File: src/rtl/pll_search_pkg.sv
package pll_search_pkg;

    parameter int REF_KHZ   = 24000;
    parameter int FA_A      = 12;
    parameter int FA_B      = 10;
    parameter int M_MIN_A   = 53;
    parameter int M_MAX_A   = 123;
    parameter int M_MIN_B   = 106;
    parameter int M_MAX_B   = 247;

    typedef enum logic [2:0] {
        S_IDLE,
        S_LAUNCH_M,
        S_WAIT_M,
        S_LAUNCH_F,
        S_WAIT_F,
        S_JUDGE
    } srch_st_e;

    function automatic logic [1:0] stage_code(input logic [7:0] v);
        case (v)
            8'd1:    stage_code = 2'd0;
            8'd2:    stage_code = 2'd1;
            8'd4:    stage_code = 2'd2;
            8'd8:    stage_code = 2'd3;
            default: stage_code = 2'd0;
        endcase
    endfunction

endpackage

File: src/rtl/pll_seq_div.sv
module pll_seq_div #(
    parameter int N  = 40,
    parameter int D  = 16,
    localparam int CW = $clog2(N + 1)
) (
    input  logic         clk,
    input  logic         rst_n,
    input  logic         start,
    input  logic [N-1:0] dividend,
    input  logic [D-1:0] divisor,
    output logic         busy,
    output logic         done,
    output logic [N-1:0] quotient,
    output logic [D-1:0] remainder
);

    typedef struct packed {
        logic          busy;
        logic          done;
        logic [CW-1:0] cnt;
        logic [N-1:0]  quo;
        logic [D-1:0]  rem;
    } div_t;

    div_t q, d;
    logic [D:0] trial;

    always_comb begin
        d      = q;
        d.done = 1'b0;
        trial  = {q.rem, q.quo[N-1]};
        if (start) begin
            d.busy = 1'b1;
            d.cnt  = CW'(N);
            d.quo  = dividend;
            d.rem  = '0;
        end else if (q.busy) begin
            if (trial >= {1'b0, divisor}) begin
                d.rem = D'(trial - {1'b0, divisor});
                d.quo = {q.quo[N-2:0], 1'b1};
            end else begin
                d.rem = trial[D-1:0];
                d.quo = {q.quo[N-2:0], 1'b0};
            end
            d.cnt = q.cnt - 1'b1;
            if (q.cnt == CW'(1)) begin
                d.busy = 1'b0;
                d.done = 1'b1;
            end
        end
    end

    always_ff @(posedge clk or negedge rst_n) begin
        if (!rst_n) q <= '0;
        else        q <= d;
    end

    assign busy      = q.busy;
    assign done      = q.done;
    assign quotient  = q.quo;
    assign remainder = q.rem;

    // a quotient is only delivered at the end of a running division
    a_r4_done_after_busy: assert property (@(posedge clk) disable iff (!rst_n)
        done |-> $past(busy));

    // the remainder handed on is always below the divisor
    a_r4_rem_below_divisor: assert property (@(posedge clk) disable iff (!rst_n)
        done |-> (remainder < divisor));

endmodule

File: src/rtl/pll_od_split.sv
module pll_od_split #(
    parameter int ODW = 5
) (
    input  logic [ODW-1:0] od,
    output logic [ODW-1:0] od1,
    output logic [ODW-1:0] od2,
    output logic [ODW-1:0] od3,
    output logic [5:0]     codes
);

    import pll_search_pkg::*;

    logic [ODW-1:0] stage [3];

    always_comb begin
        od3 = ODW'(1);
        if (od < ODW'(4)) begin
            od1 = ODW'(2);
            od2 = ODW'(1);
        end else begin
            od2 = od >> 2;
            od1 = od / od2;
        end
    end

    assign stage[0] = od1;
    assign stage[1] = od2;
    assign stage[2] = od3;

    for (genvar g = 0; g < 3; g++) begin : g_code
        assign codes[2*g +: 2] = stage_code(8'(stage[g]));
    end

endmodule

File: src/rtl/pll_search_engine.sv
module pll_search_engine #(
    parameter int TW     = 24,
    parameter int MW     = 8,
    parameter int OD_MAX = 16,
    parameter int OD_MIN = 2,
    localparam int FA    = pll_search_pkg::FA_A,
    localparam int ODS   = $clog2(OD_MAX),
    localparam int SHMIN = $clog2(OD_MIN),
    localparam int SHW   = $clog2(ODS + 1),
    localparam int ODW   = ODS + 1,
    localparam int VW    = TW + ODS,
    localparam int SW    = VW + FA,
    localparam int DW    = 16
) (
    input  logic           clk,
    input  logic           rst_n,
    input  logic           start,
    input  logic           mode,
    input  logic [TW-1:0]  target_khz,
    output logic           busy,
    output logic           done,
    output logic           found,
    output logic [MW-1:0]  mult,
    output logic [FA-1:0]  frac,
    output logic [ODW-1:0] od,
    output logic [ODW-1:0] od1,
    output logic [ODW-1:0] od2,
    output logic [ODW-1:0] od3,
    output logic [1:0]     od1_code,
    output logic [1:0]     od2_code,
    output logic [1:0]     od3_code
);

    import pll_search_pkg::*;

    typedef struct packed {
        srch_st_e       st;
        logic           mode;
        logic [TW-1:0]  tgt;
        logic [SHW-1:0] sh;
        logic [VW-1:0]  vco;
        logic [VW-1:0]  mc;
        logic [FA:0]    fc;
        logic           done;
        logic           found;
        logic [MW-1:0]  m;
        logic [FA-1:0]  fr;
        logic [ODW-1:0] od;
    } eng_t;

    eng_t q, d;

    logic [DW-1:0] parent;
    logic [3:0]    fsh;
    logic [FA:0]   fmax;
    logic [VW-1:0] vco_now;
    logic          div_start;
    logic [SW-1:0] div_dvd;
    logic          div_busy;
    logic          div_done;
    logic [SW-1:0] quo;
    logic [DW-1:0] rem;
    logic [SW-1:0] fm;
    logic [SW-1:0] diff;
    logic          m_ok;
    logic          adv;
    logic [5:0]    codes;

    always_comb begin
        parent    = q.mode ? DW'(REF_KHZ) : DW'(2 * REF_KHZ);
        fsh       = q.mode ? 4'(FA_B) : 4'(FA_A);
        fmax      = (FA+1)'(1) << fsh;
        vco_now   = VW'(q.tgt) << q.sh;
        div_start = (q.st == S_LAUNCH_M) || (q.st == S_LAUNCH_F);
        div_dvd   = (q.st == S_LAUNCH_F) ? (SW'(q.vco) << fsh) : SW'(vco_now);
        fm        = SW'(q.mc) << fsh;
        diff      = quo - fm;
        m_ok      = q.mode ? ((q.mc >= VW'(M_MIN_B)) && (q.mc <= VW'(M_MAX_B)))
                           : ((q.mc >= VW'(M_MIN_A)) && (q.mc <= VW'(M_MAX_A)));
    end

    always_comb begin
        d      = q;
        d.done = 1'b0;
        adv    = 1'b0;
        case (q.st)
            S_IDLE: begin
                if (start) begin
                    d.mode = mode;
                    d.tgt  = target_khz;
                    d.sh   = SHW'(ODS);
                    d.st   = S_LAUNCH_M;
                end
            end
            S_LAUNCH_M: begin
                d.vco = vco_now;
                d.st  = S_WAIT_M;
            end
            S_WAIT_M: begin
                if (div_done) begin
                    d.mc = quo[VW-1:0];
                    if (quo == '0) begin
                        adv = 1'b1;
                    end else if (rem == '0) begin
                        d.fc = '0;
                        d.st = S_JUDGE;
                    end else begin
                        d.st = S_LAUNCH_F;
                    end
                end
            end
            S_LAUNCH_F: begin
                d.st = S_WAIT_F;
            end
            S_WAIT_F: begin
                if (div_done) begin
                    if (fm > quo)
                        d.fc = fmax;
                    else if (diff > SW'(fmax - 1'b1))
                        d.fc = fmax - 1'b1;
                    else
                        d.fc = diff[FA:0];
                    d.st = S_JUDGE;
                end
            end
            S_JUDGE: begin
                if (m_ok && (q.fc < fmax)) begin
                    d.done  = 1'b1;
                    d.found = 1'b1;
                    d.m     = q.mc[MW-1:0];
                    d.fr    = q.fc[FA-1:0];
                    d.od    = ODW'(1) << q.sh;
                    d.st    = S_IDLE;
                end else begin
                    adv = 1'b1;
                end
            end
            default: d.st = S_IDLE;
        endcase

        if (adv) begin
            if (q.sh == SHW'(SHMIN)) begin
                d.done  = 1'b1;
                d.found = 1'b0;
                d.m     = '0;
                d.fr    = '0;
                d.od    = '0;
                d.st    = S_IDLE;
            end else begin
                d.sh = q.sh - 1'b1;
                d.st = S_LAUNCH_M;
            end
        end
    end

    always_ff @(posedge clk or negedge rst_n) begin
        if (!rst_n) q <= '0;
        else        q <= d;
    end

    pll_seq_div #(.N(SW), .D(DW)) i_div (
        .clk       (clk),
        .rst_n     (rst_n),
        .start     (div_start),
        .dividend  (div_dvd),
        .divisor   (parent),
        .busy      (div_busy),
        .done      (div_done),
        .quotient  (quo),
        .remainder (rem)
    );

    pll_od_split #(.ODW(ODW)) i_split (
        .od    (q.od),
        .od1   (od1),
        .od2   (od2),
        .od3   (od3),
        .codes (codes)
    );

    assign busy     = (q.st != S_IDLE);
    assign done     = q.done;
    assign found    = q.found;
    assign mult     = q.m;
    assign frac     = q.fr;
    assign od       = q.od;
    assign od1_code = codes[1:0];
    assign od2_code = codes[3:2];
    assign od3_code = codes[5:4];

    a_r2_done_single: assert property (@(posedge clk) disable iff (!rst_n)
        done |=> !done);

    a_r2_start_ignored_busy: assert property (@(posedge clk) disable iff (!rst_n)
        (busy && start) |=> ($stable(q.tgt) && $stable(q.mode)));

    a_r2_div_only_when_busy: assert property (@(posedge clk) disable iff (!rst_n)
        div_busy |-> busy);

    a_r10_hold_mult: assert property (@(posedge clk) disable iff (!rst_n)
        !done |-> ($stable(mult) && $stable(frac) && $stable(od) && $stable(found)));

    a_r6_mult_in_range: assert property (@(posedge clk) disable iff (!rst_n)
        (done && found) |-> (q.mode ? (mult >= MW'(M_MIN_B) && mult <= MW'(M_MAX_B))
                                    : (mult >= MW'(M_MIN_A) && mult <= MW'(M_MAX_A))));

    a_r5_frac_below_max: assert property (@(posedge clk) disable iff (!rst_n)
        (done && found) |-> ({1'b0, frac} < fmax));

    a_r3_od_power_of_two: assert property (@(posedge clk) disable iff (!rst_n)
        (done && found) |-> ($onehot(od) && od >= ODW'(OD_MIN)));

    a_r7_fail_clears: assert property (@(posedge clk) disable iff (!rst_n)
        (done && !found) |-> (mult == '0 && od == '0));

endmodule

File: config.mk
export PLATFORM = sky130hd
export DESIGN_NAME = pll_search_engine
export DESIGN_NICKNAME = d
export VERILOG_FILES = /design/src/rtl/pll_search_pkg.sv /design/src/rtl/pll_seq_div.sv /design/src/rtl/pll_od_split.sv /design/src/rtl/pll_search_engine.sv
export SDC_FILE = /design/constraint.sdc
export NUM_CORES = 1
export LEC_CHECK = 0
export BUFFER_PORTS_ARGS = -buffer_cell sky130_fd_sc_hd__buf_4
export CORE_ASPECT_RATIO = 0.7
export CORE_MARGIN = 2
export CORE_UTILIZATION = 60
export DETAILED_ROUTE_END_ITERATION = 16
export PLACE_DENSITY = 0.86
export SYNTH_ARGS = -nofsm -noshare
export SYNTH_HDL_FRONTEND = slang
export SYNTH_SLANG_ARGS = --single-unit
File: constraint.sdc
create_clock -name clk -period 6.7 [get_ports clk]
set_input_delay 0 -clock clk [delete_from_list [all_inputs] [get_ports clk]]
set_output_delay 0 -clock clk [all_outputs]
set_load 0.01 [all_outputs]
# Yosys cells after proc, flatten, opt, wreduce, memory -nomap -nowiden
# Cells that the tools add are included.
[word_totals]
reg_bits = 191
wordCells = 115
output_inout_bits = 49
in_bits = 28
[op_classes]
n_mux = 41
n_eq_ne = 22
n_reduce_logical = 14
div_mod_pow = 1
shift = 5
add_sub_neg = 6
magnitude_cmp = 9
[op_table]
columns = ["cell", "count"]
rows = [
  ["$mux W27", 4],
  ["$gt A40 B40 Y1", 2],
  ["$shl A28 B4 Y40", 2],
  ["$mux W13", 6],
  ["$mux W64", 1],
  ["$mux W62", 1],
  ["$logic_not A40 Y1", 1],
  ["$mux W40", 1],
  ["$sub A40 B40 Y40", 1],
  ["$mux W3", 11],
  ["$mux W31", 1],
  ["$ge A28 B6 Y1 const B", 1],
  ["$ge A28 B7 Y1 const B", 1],
  ["$le A28 B7 Y1 const B", 1],
  ["$le A28 B8 Y1 const B", 1],
  ["$shl A24 B3 Y28", 1],
  ["$pmux W13 S2", 1],
  ["$pmux W3 S6", 1],
  ["$ge A17 B16 Y1", 1],
  ["$mux W17", 1],
  ["$logic_not A16 Y1", 1],
  ["$mux W16", 1],
  ["$sub A16 B16 Y16", 1],
  ["$sub A13 B1 Y14 const B", 1],
  ["31 further kinds", 54],
]

# Longest topological paths before layout
# Gate-level depths: netlist of run 1.
[logic_depth]
depth_word = 8
mapped_depth = 26
mapped_depth_nobuf = 24

# Cells and area by module
# A second synthesis of run 1 with hierarchy kept.
[unflattened]
cells_unflattened = 1674
hier_area_um2 = 14438.8
[by_module_without_submodules]
columns = ["mod", "instances", "cells_per_inst", "area_each_um2", "seq_area_each_um2"]
rows = [
  ["pll_search_engine", 1, 1096, 9339.0, 3178.0],
  ["pll_seq_div", 1, 468, 4292.9, 1601.5],
  ["pll_od_split", 1, 110, 807.0, 0.0],
]

# Worst setup path after synthesis of run 1
# No wires, ideal clock.
[synth_timing]
kind = "reg2out"
from = "register q, in the netlist od[2]"
to = "output port od1_code[1]"
path_slack_ns = 0.891
t_arrival_ns = 5.809
t_required_ns = 6.700
n_path_buf = 2
stages_incl_launch_ff = 25
path_cell_list = "dfrtp_1 clkbuf_1 inv_1 ha_1 nor3b_1 or2_2 ha_1 a41o_1 o21ai_0 a21o_1 inv_1 ha_1 o21ai_0 nor2b_1 clkbuf_1 mux2i_1 ha_1 o21ai_0 nand2b_1 nor3_1 mux2_2 ha_1 a21o_1 a221oi_1 nor4b_1"
[synth_between]
elab_chain_cells = 4
elab_cells_between_ends = 7
cone_classes = "div: 1; order compare: 1; eq/ne: 3; mux: 2"
[synth_lines]
columns = ["item", "line_no", "text"]
rows = [
  ["start, declared", "pll_search_engine.sv:51", "eng_t q, d;"],
  ["start signal, assigned", "pll_search_engine.sv:157", "if (!rst_n) q <= '0;"],
  ["start signal, assigned", "pll_search_engine.sv:158", "else q <= d;"],
  ["$div A5 B3 Y5 / $lt A5 B3 Y1 (equally long branches)", "pll_od_split.sv:22, pll_od_split.sv:17", ""],
  ["$mux W5 *", "pll_od_split.sv:17", "if (od < ODW'(4)) begin"],
  ["$eq A5 B4 Y1, or another cell as far along", "pll_search_pkg.sv:21", "case (v)"],
  ["$pmux W2 S3 *", "pll_search_pkg.sv:21", ""],
  ["end, declared", "pll_search_engine.sv:29", "output logic [1:0] od1_code,"],
]
# Every way passes the cells marked *; elsewhere a longest branch is shown, timed or not.

# Final worst setup path of run 1
# Same ends and word-level chain as after synthesis.

==> results of run 1 <==
where the power goes:
| part | switching, mW | total [mW] | internal, mW |
|---|---|---|---|
| sequential | 0.491 | 1.98 | 1.48 |
| combinational | 2.02 | 3.35 | 1.33 |
| clock | 0.463 | 0.988 | 0.525 |
| total | 2.97 | 6.31 | 3.34 |
cell usage in the layout (no fill, tap or decap), types with 14 or more instances in the layout:
cell / instances
ha_1: 63
a22oi_1: 15
o21ai_1: 18
a211oi_1: 16
nand2_1: 187
xnor2_1: 22
buf_4: 80
inv_1: 42
a221oi_1: 15
nor3_1: 23
nand4_1: 19
nor2_1: 128
o211ai_1: 14
clkbuf_16: 17
dlygate4sd3_1: 27
nor4_1: 26
a21oi_1: 80
a21o_1: 14
nand3_1: 19
dfrtp_1: 188
o21ai_0: 78
mux2i_1: 103
mux2_2: 33
path summary, 6_finish.rpt:
path	endpoint	slack (ns)	depth (start not counted)	from
worst max-delay path	od1_code[1]	0.48	22	od[2]
worst min-delay path	done	0.14	2	rst_n
worst max register to register	q[37]	1.43	12	q[123]
worst min register to register	q[32]	0.50	2	q[32]
max in group asynchronous	i_div.quotient[27]	5.36	3	rst_n
min in group clk	q[107]	0.29	4	target_khz[8]
routing by layer:
metal | share of wire | vias to the layer above | GRT usage | wire length [µm]
li1 | - | 5070 | - | -
met1 | 0.46 | 5283 | 0.473 | 15500
met2 | 0.42 | 566 | 0.424 | 14200
met3 | 0.099 | 58 | 0.0879 | 3330
met4 | 0.016 | 0 | 0.0767 | 540
met5 | 0 | - | 0 | 0
sequential cells by signal, summed over array words and instances (netlist names), 5 cells and up, named ones only:
register,cells
frac,12
i_div.q,6
i_div.quotient,40
i_div.remainder,16
mult,8
od,5
q,99
logic make-up after synthesis:
logic type	share of synthesized area
adder cells (fa/ha/maj)	0.0631
AO/OA/AOI/OAI	0.168
XOR/XNOR	0.0229
AND/OR/NAND/NOR	0.176
buffers and inverters	0.0590
other	0.000594
multiplexers	0.132
flip-flops	0.378
final cells by class:
class	instances	area share
multi-input combinational	1064	0.516
sequential	191	0.343
timing repair buffer	108	0.0635
clock buffer	20	0.0321
tap	276	0.0248
inverter	44	0.0119
clock inverter	12	0.00782
repair_timing:
item | CTS | global route
setup buffers | 0 | 1
endpoints found under the hold margin | 110 | 0
resized for setup | 2 | 5
hold buffers | 27 | 0
endpoints found under the setup margin | 2 | 3
pin swaps | 0 | 0
==> out/metrics.yaml, run 1 <==
run_status:
  outcome: "complete, no violations"
pwr:
  p_leak_nw: 6.85
  overall_power_consumption_mw: 6.31
  power.density_nw_per_um2: 453
  vdd.ir_drop.worst_mv: 0.287
timing:
  fin_worst_hold_slack_ns: 0.140
  rsz0062_at_grt: "no"
  final_report_setup_violation_count: 0
  finalCritPeriodShare: 0.928
  max_clock_freq_ghz: 0.161
  timing.slew.headroom: 0.286
  fin_setup_tns_ns: 0
  worstMarginPinSlew_ns: 1.07
  finalCriticalPeriod_ns: 6.22
  final.setup.worst_slack_ns: 0.480
  fin_skew_ns: 0.0105
  final_max_slew_viol_count: 0
  report.final.hold_viol_count: 0
global_route:
  grt_start_max_net_pins: 87
  globalRouteOverflowTotal: 0
  first_pass_grt_wire_length_um: 54700
  grt_util_all_layers: 0.308
  first_global_vias: 10100
  grt_antenna_before_repair: 0
critical_path:
  worstSetupStartpointType: "flop"
  critPathMostFrequentCell: "ha_1"
  path_buf_inv: 3
  worstPathRequired_ns: 6.70
  timing.critical_path.to_type: "output pin"
  worstPathMaxFanout: 13
  crit_chain: "inv_1, ha_1, nor3b_1, or2_2, ha_1, a41o_1, o21ai_0, a21o_1, inv_1, ha_1, o21ai_0, nor2b_4, mux2i_1, ha_1, nor4b_1, nor3_4, mux2_2, ha_1, a21o_1, a221oi_2, nor4b_2, buf_4"
  timing.critical_path.slowest_cell_delay_ns: 0.55
  worstSetupPathType: "reg2out"
  critical_path.slowest_cell: "nor4b_1"
  critical_path_arrival_ns: 6.22
  worst_path_dominant_cell_family: "simple AND/OR/NAND/NOR gates"
finish:
  multi_input_comb_area_um2: 7190
  postLayoutCellArea_um2: 13900
  final_cell_count_no_fill: 1715
  filler_cell_count: 1604
  postLayoutCoreUtil: 0.673
  antennaDiodeCount: 0
  design.final.nets: 1517
  drive_above_1_share: 0.130
  seq_cell_area_um2: 4780
  area_delta_synth_final_pct: 10.2
die:
  floorplan.initialDensity: 0.611
  die_area_um2: 22300
  coreArea_um2: 20700
  rows: 44
  fp.dieH_um: 125
  io_pins: 77
  die_w_um: 178
clock_tree:
  cts-buffers-inserted: 17
  tritoncts: "done"
  buffer_depth_of_the_longest_clock_path: 2
  cts.sinks: 191
  worst_skew_pair_latency_ns: 0.44
  clkTransAtPathRegs_ns: 0.07
  cts_root_buffer: "clkbuf_16"
  htreeDepth: 4
flow_run:
  maxCapViolCount: 0
logic_synthesis:
  synthesis.area_per_instance_um2: 9.00
  yosysMostFrequentCell: "dfrtp_1"
  ys_top_cells_by_count: "dfrtp_1, nand2_1, nor2_1"
  synth.top_cells.by_area: "dfrtp_1, mux2i_1, ha_1, nand2_1, nor2_1"
  yosys.area.top_type_share: 0.378
  synth_sequential_area_ratio: 0.378
  synth_cell_type_count: 75
  synth_edf_count: 0
  yosys.area.top_type: "dfrtp_1"
  synth_async_sr_flop_share: 1.00
  postSynth.topFlopCell: "dfrtp_1"
  synth_warnings: 0
  mappedNetlistArea_um2: 12600
  synth_seq_cells: 191
  syn-instance-count: 1405
routing:
  wl_per_cell_um: 19.5
  route.detailed.drc: 0
  vias_after_detailed_routing: 11000
  dr.first_iter.drc_count: 1448
  via_per_inst: 6.40
  detail_route.first_pass.iterations: 5
  drt-total-wl_um: 33500
  antenna_violating_nets_post_route: 0
placement:
  dpl.hpwl_um: 24000
  portbufs: 67
  postPlaceCellArea_um2: 13100
  dp_cells: 1655
  pre_cts_slack_ns: 0.253
  routability_driven_placement_congestion_ratio: 0.970
hold_path:
  holdCritPathClass: "in2async"
(Power assumes the default switching activity.)
==> run 2, diff against run 1 <==
Settings changed: CELL_PAD_IN_SITES_DETAIL_PLACEMENT set to 1, CELL_PAD_IN_SITES_GLOBAL_PLACEMENT set to 1, CORE_UTILIZATION 60 to 48, PLACE_DENSITY 0.86 to 0.88.
==> run 2 against run 1 <==
Effect of this change:
- clock-buffer cell count grew 3
- register-to-register slack lost 0.11 ns
- sequential power about the same
- via count grew 2.3%
- non-clock buffer count is 3 higher
- wire length up 21%
- largest cell class unchanged
- highest routed layer unchanged
==> out/metrics.yaml, run 2 (synthesis gave the netlist of run 1 again) <==
global_route:
  first_global_vias: 11600  # was 10,100
  global_route.peak_usage_layer: "met2"  # was met1
  first_pass_grt_wire_length_um: 64900  # was 54,700 µm
  grt_antenna_before_repair: 0  # unchanged
  grt_util_all_layers: 0.298  # was 0.308
  groute.layer.met1.usage: 0.417  # was 0.473
  grt.met2_usage: 0.469  # was 0.424
  globalRouteOverflowTotal: 0  # unchanged
  grt_start_max_net_pins: 117  # was 87
  gr-usage-met3: 0.0594  # was 0.0879
pwr:
  clockPowerShare: 0.163  # was 0.156
  internal-power_mw: 3.44  # was 3.34 mW
  pwr-share-comb: 0.533  # was 0.531
  swShare: 0.479  # was 0.471
  switchingPower_mw: 3.16  # was 2.97 mW
  power.share.sequential: 0.304  # was 0.313
  vdd.ir_drop.worst_mv: 0.227  # was 0.287 mV
  p_leak_nw: 6.89  # was 6.85 nW
  power.density_nw_per_um2: 468  # was 453 nW/µm²
  overall_power_consumption_mw: 6.60  # was 6.31 mW
placement:
  routability_driven_placement_congestion_ratio: 0.881  # was 0.970
  portbufs: 67  # unchanged
  dpl.hpwl_um: 28100  # was 24,000 µm
routing:
  via_per_inst: 6.24  # was 6.40
  antenna_violating_nets_post_route: 0  # unchanged
  vias_after_detailed_routing: 11200  # was 11,000
  drt-total-wl_um: 40400  # was 33,500 µm
  route.detailed.drc: 0  # unchanged
  detail_route.first_pass.iterations: 5  # unchanged
  dr.first_iter.drc_count: 773  # was 1,448
  wl_per_cell_um: 22.5  # was 19.5 µm
finish:
  mostFrequentLayoutCell: "dfrtp_1"  # unchanged
  antennaDiodeCount: 0  # unchanged
  filler_cell_count: 2943  # was 1,604
  design.final.nets: 1520  # was 1,517
  most-common-layout-cells: "dfrtp_1, nand2_1, nor2_1"  # unchanged
  top_register: "q"  # unchanged
  area_delta_synth_final_pct: 11.4  # was 10.2%
  largest_register_ffs: 99  # unchanged
  drive_above_1_share: 0.130  # about the same
hold_path:
  hp-start: "start"
  holdCritPathClass: "in2reg"  # was in2async
timing:
  timing.slew.headroom: 0.308  # was 0.286
  report.final.hold_viol_count: 0  # unchanged
  final_max_slew_viol_count: 0  # unchanged
  fin_setup_tns_ns: 0  # unchanged
  fin_skew_ns: 0.0153  # was 0.0105 ns
  final_report_setup_violation_count: 0  # unchanged
  finalCriticalPeriod_ns: 6.19  # was 6.22 ns
  worstMarginPinSlew_ns: 1.03  # was 1.07 ns
  finalCritPeriodShare: 0.925  # was 0.928
  max_clock_freq_ghz: 0.161  # about the same
  rsz0062_at_grt: "no"  # unchanged
critical_path:
  crit-reg2reg-launch: "q[123]"  # unchanged
  r2r-end: "q[37]"  # unchanged
  r2r.worst_path.cells: 16  # was 12
  critical_path.endpoint: "od1_code[1]"  # unchanged
  reg2reg_setup_slack_ns: 1.32  # was 1.43 ns
  worstPathRequired_ns: 6.70  # about the same
  worstSetupStartpointType: "flop"  # unchanged
  worstSetupPathType: "reg2out"  # unchanged
  worstPathMaxFanout: 6  # was 13
  critPathLaunch: "od[2]"  # unchanged
  critical_path_arrival_ns: 6.19  # was 6.22 ns
  timing.critical_path.to_type: "output pin"  # unchanged
clock_tree:
  tritoncts: "done"  # unchanged
  worst_skew_pair_latency_ns: 0.45  # was 0.44 ns
  cts-buffers-inserted: 17  # unchanged
  cts.sinks: 191  # unchanged
  clkTransAtPathRegs_ns: 0.07  # about the same
  cts_root_buffer: "clkbuf_16"  # unchanged
  htreeDepth: 4  # unchanged
  buffer_depth_of_the_longest_clock_path: 2  # unchanged
die:
  die_area_um2: 27700  # was 22,300 µm²
  coreArea_um2: 25800  # was 20,700 µm²
  rows: 49  # was 44
  floorplan.initialDensity: 0.490  # was 0.611
  die_w_um: 198  # was 178 µm
  io_pins: 77  # unchanged
  fp.dieH_um: 140  # was 125 µm
flow_run:
  maxCapViolCount: 0  # unchanged
run_status:
  outcome: "complete, no violations"  # unchanged
## run 2: final cells by class
class | count | area, µm² | area share
timing repair buffer | 111 | 905 | 0.0642
inverter | 44 | 169 | 0.0120
sequential | 191 | 4780 | 0.339
multi-input combinational | 1064 | 7190 | 0.510
clock inverter | 9 | 133 | 0.00941
tap | 357 | 447 | 0.0317
clock buffer | 23 | 468 | 0.0332
## run 2: worst max-delay path, stage by stage (launching register included)
cell	delay, ns
dfrtp_2	0.43
clkinvlp_4	0.18
ha_1	0.34
nor3b_1	0.06
or2_2	0.30
ha_1	0.34
a41o_1	0.29
o21ai_0	0.16
a21o_1	0.18
inv_1	0.06
ha_1	0.29
o21ai_1	0.16
nor2b_1	0.15
buf_4	0.16
mux2i_1	0.27
ha_1	0.31
o21ai_0	0.10
nand2b_1	0.09
nor3_1	0.19
buf_4	0.17
mux2_2	0.34
ha_1	0.27
a21o_1	0.18
a221oi_4	0.34
nor4b_2	0.24
buf_4	0.16
## run 2: worst min path at each step
stage                     depth (start not counted)        end  slack, ns
after floorplan                                   0  async pin      -0.30
after global placement                            1       done       0.19
after detailed placement                          1       done       0.20
after CTS                                         4     q[124]       0.01
after global routing                              4     q[124]       0.05
final                                             4     q[124]       0.03
## run 2: per-stage QoR
step	instance area [µm²]	hold slack, ns	std cells	setup slack [ns]	util
6_report	14100	0.0276	1799	0.506	0.546
5_1_grt	14100	0.0508	1799	0.00548	0.546
4_1_cts	14000	0.0126	1796	0.158	0.544
3_5_place_dp	13200	0.196	1738	0.480	0.511
3_3_place_gp	13200	0.191	1738	0.775	0.511
2_1_floorplan	12700	-0.296	1414	0.891	-
## run 2: power by group through the flow
stage	registers, mW	logic (mW)	clock network, mW
final	2.00	3.52	1.08
after global routing	2.04	3.85	1.12
after CTS	1.98	3.44	1.09
after detailed placement	1.99	3.37	0
after global placement	1.95	3.19	0
after floorplan	1.74	2.55	0
## run 2: layer usage
metal / wire [µm] / vias up / part of all wire
met5: 0 / - / 0
met1: 18600 / 5753 / 0.46
met3: 2330 / 71 / 0.058
met2: 18600 / 346 / 0.46
met4: 919 / 0 / 0.023
li1: - / 5059 / -
## run 2: timing repair
item                                   in CTS  in global routing
setup endpoints to repair                   1                  3
endpoints found under the hold margin     140                  0
gates resized for setup                     1                  5
hold buffers                               26                  0
setup buffers                               0                  3
==> run 3, diff against run 2 <==
Settings changed: CELL_PAD_IN_SITES_DETAIL_PLACEMENT 1 to 0.
==> run 3 against run 2 <==
Effect of this change:
- hold slack better by 0.020 ns
- total power down 3.9%
- first-iteration DRC count up 20%
- critical endpoint unchanged
==> out/metrics.yaml, run 3 (synthesis gave the netlist of run 1 again) <==
timing:
  worstMarginPinSlew_ns: 1.00  # was 1.03 ns
  finalCriticalPeriod_ns: 6.27  # was 6.19 ns
  fin_skew_ns: 0.0132  # was 0.0153 ns
  finalCritPeriodShare: 0.936  # was 0.925
  timing.slew.headroom: 0.331  # was 0.308
  final_max_slew_viol_count: 0  # unchanged
  final.setup.worst_slack_ns: 0.430  # was 0.506 ns
  max_clock_freq_ghz: 0.159  # was 0.161 GHz
  final_report_setup_violation_count: 0  # unchanged
  report.final.hold_viol_count: 0  # unchanged
global_route:
  globalRouteOverflowTotal: 0  # unchanged
  first_pass_grt_wire_length_um: 54000  # was 64,900 µm
  first_global_vias: 9772  # was 11,600
  grt_start_max_net_pins: 117  # unchanged
  grt_antenna_before_repair: 0  # unchanged
  grt_util_all_layers: 0.245  # was 0.298
clock_tree:
  buffer_depth_of_the_longest_clock_path: 2  # unchanged
  worst_skew_pair_latency_ns: 0.45  # about the same
  htreeDepth: 4  # unchanged
  clkTransAtPathRegs_ns: 0.08  # was 0.07 ns
  cts_root_buffer: "clkbuf_16"  # unchanged
  cts.sinks: 191  # unchanged
  cts-buffers-inserted: 17  # unchanged
  tritoncts: "done"  # unchanged
die:
  die_w_um: 198  # unchanged
  coreArea_um2: 25800  # unchanged
  rows: 49  # unchanged
  fp.dieH_um: 140  # unchanged
  io_pins: 77  # unchanged
  floorplan.initialDensity: 0.490  # unchanged
  die_area_um2: 27700  # unchanged
placement:
  pre_cts_slack_ns: 0.606  # was 0.480 ns
  dpl.hpwl_um: 24100  # was 28,100 µm
  dp_cells: 1738  # unchanged
  portbufs: 67  # unchanged
  routability_driven_placement_congestion_ratio: 0.881  # unchanged
  postPlaceCellArea_um2: 13200  # unchanged
pwr:
  p_leak_nw: 6.89  # about the same
  power.density_nw_per_um2: 450  # was 468 nW/µm²
  vdd.ir_drop.worst_mv: 0.200  # was 0.227 mV
routing:
  dr.first_iter.drc_count: 931  # was 773
  wl_per_cell_um: 18.4  # was 22.5 µm
  vias_after_detailed_routing: 10600  # was 11,200
  detail_route.first_pass.iterations: 5  # unchanged
  via_per_inst: 5.88  # was 6.24
  route.detailed.drc: 0  # unchanged
  drt-total-wl_um: 33200  # was 40,400 µm
  antenna_violating_nets_post_route: 0  # unchanged
finish:
  area_delta_synth_final_pct: 11.4  # about the same
  largest_register_ffs: 99  # unchanged
  final_cell_count_no_fill: 1800  # was 1,799
  mostFrequentLayoutCell: "dfrtp_1"  # unchanged
  drive_above_1_share: 0.132  # was 0.130
  design.final.nets: 1520  # unchanged
  postLayoutCellArea_um2: 14100  # about the same
  postLayoutCoreUtil: 0.546  # about the same
  most-common-layout-cells: "dfrtp_1, nand2_1, nor2_1"  # unchanged
  top_register: "q"  # unchanged
critical_path:
  crit-reg2reg-launch: "q[123]"  # unchanged
  worstPathMaxFanout: 9  # was 6
  worstSetupPathType: "reg2out"  # unchanged
  critPathLaunch: "od[2]"  # unchanged
  worstSetupStartpointType: "flop"  # unchanged
  critical_path_arrival_ns: 6.27  # was 6.19 ns
  worstPathRequired_ns: 6.70  # about the same
  timing.critical_path.to_type: "output pin"  # unchanged
  reg2reg_setup_slack_ns: 1.48  # was 1.32 ns
hold_path:
  holdCritPathClass: "in2reg"  # unchanged
  hp-start: "start"  # unchanged
flow_run:
  maxCapViolCount: 0  # unchanged
run_status:
  outcome: "complete, no violations"  # unchanged
## run 3: changes by cell type in the layout (fill, tap and decap cells not counted), sizes merged
| cell | previous run | this run |
|---|---|---|
| bufinv | 3 | 2 |
| clkbuf | 24 | 19 |
| clkinv | 4 | 2 |
| diode | 0 | 1 |
| inv | 43 | 51 |
## run 3: worst max-delay path, stage by stage, from the launching register on
cell	delay, ns
dfrtp_2	0.46
inv_1	0.21
ha_1	0.29
nor3b_1	0.28
or2_2	0.17
ha_1	0.26
a41o_1	0.30
o21ai_0	0.21
a21o_1	0.18
inv_1	0.05
ha_1	0.28
o21ai_0	0.18
nor2b_1	0.15
buf_4	0.15
mux2i_1	0.26
ha_1	0.30
o21ai_0	0.09
nand2b_1	0.10
nor3_1	0.19
buf_4	0.16
mux2_2	0.33
ha_1	0.27
a21o_1	0.16
a221oi_2	0.35
nor4b_2	0.27
buf_4	0.16
## run 3: repair_timing
item                                    CTS  global route
hold buffers                             26             0
endpoints found under the setup margin    0             3
endpoints found under the hold margin   140             0
resized for setup                         0             3
setup buffers                             0             3
## run 3: layout make-up
cell class,count,area [µm²]
timing repair buffer,111,905
fill,2328,11700
clock buffer,18,439
multi-input combinational,1064,7170
inverter,44,165
clock inverter,14,171
sequential,191,4780
tap,357,447
antenna,1,2.50
## run 3: worst paths after layout
path | to | depth (start not counted)
max in group asynchronous | i_div.quotient[34] | 3
max | od1_code[1] | 25
max reg2reg | q[37] | 16
min | q[124] | 4
min in group asynchronous | done | 2
min reg2reg | q[31] | 2
## run 3: metal layers
metal	GRT usage	part of all wire	routed length (µm)
met1	0.389	0.51	16800
met4	0.0491	0.0095	314
met3	0.0487	0.069	2290
met2	0.342	0.42	13800
met5	0	0	0
## run 3: per-stage QoR
stage / setup TNS [ns] / hold WS, ns / total power, mW
finish: 0 / 0.0473 / 6.34
detailed placement: 0 / 0.193 / 5.20
floorplan: 0 / -0.296 / 4.30
CTS: 0 / 0.0239 / 6.29
global route: -0.0665 / 0.0321 / 6.80
global placement: 0 / 0.191 / 5.15
## run 3: power breakdown
group	total (mW)	switching [mW]	internal (mW)	leakage (nW)
sequential	1.95	0.467	1.48	2.46
clock	1.07	0.494	0.574	0.290
combinational	3.32	1.98	1.33	4.14
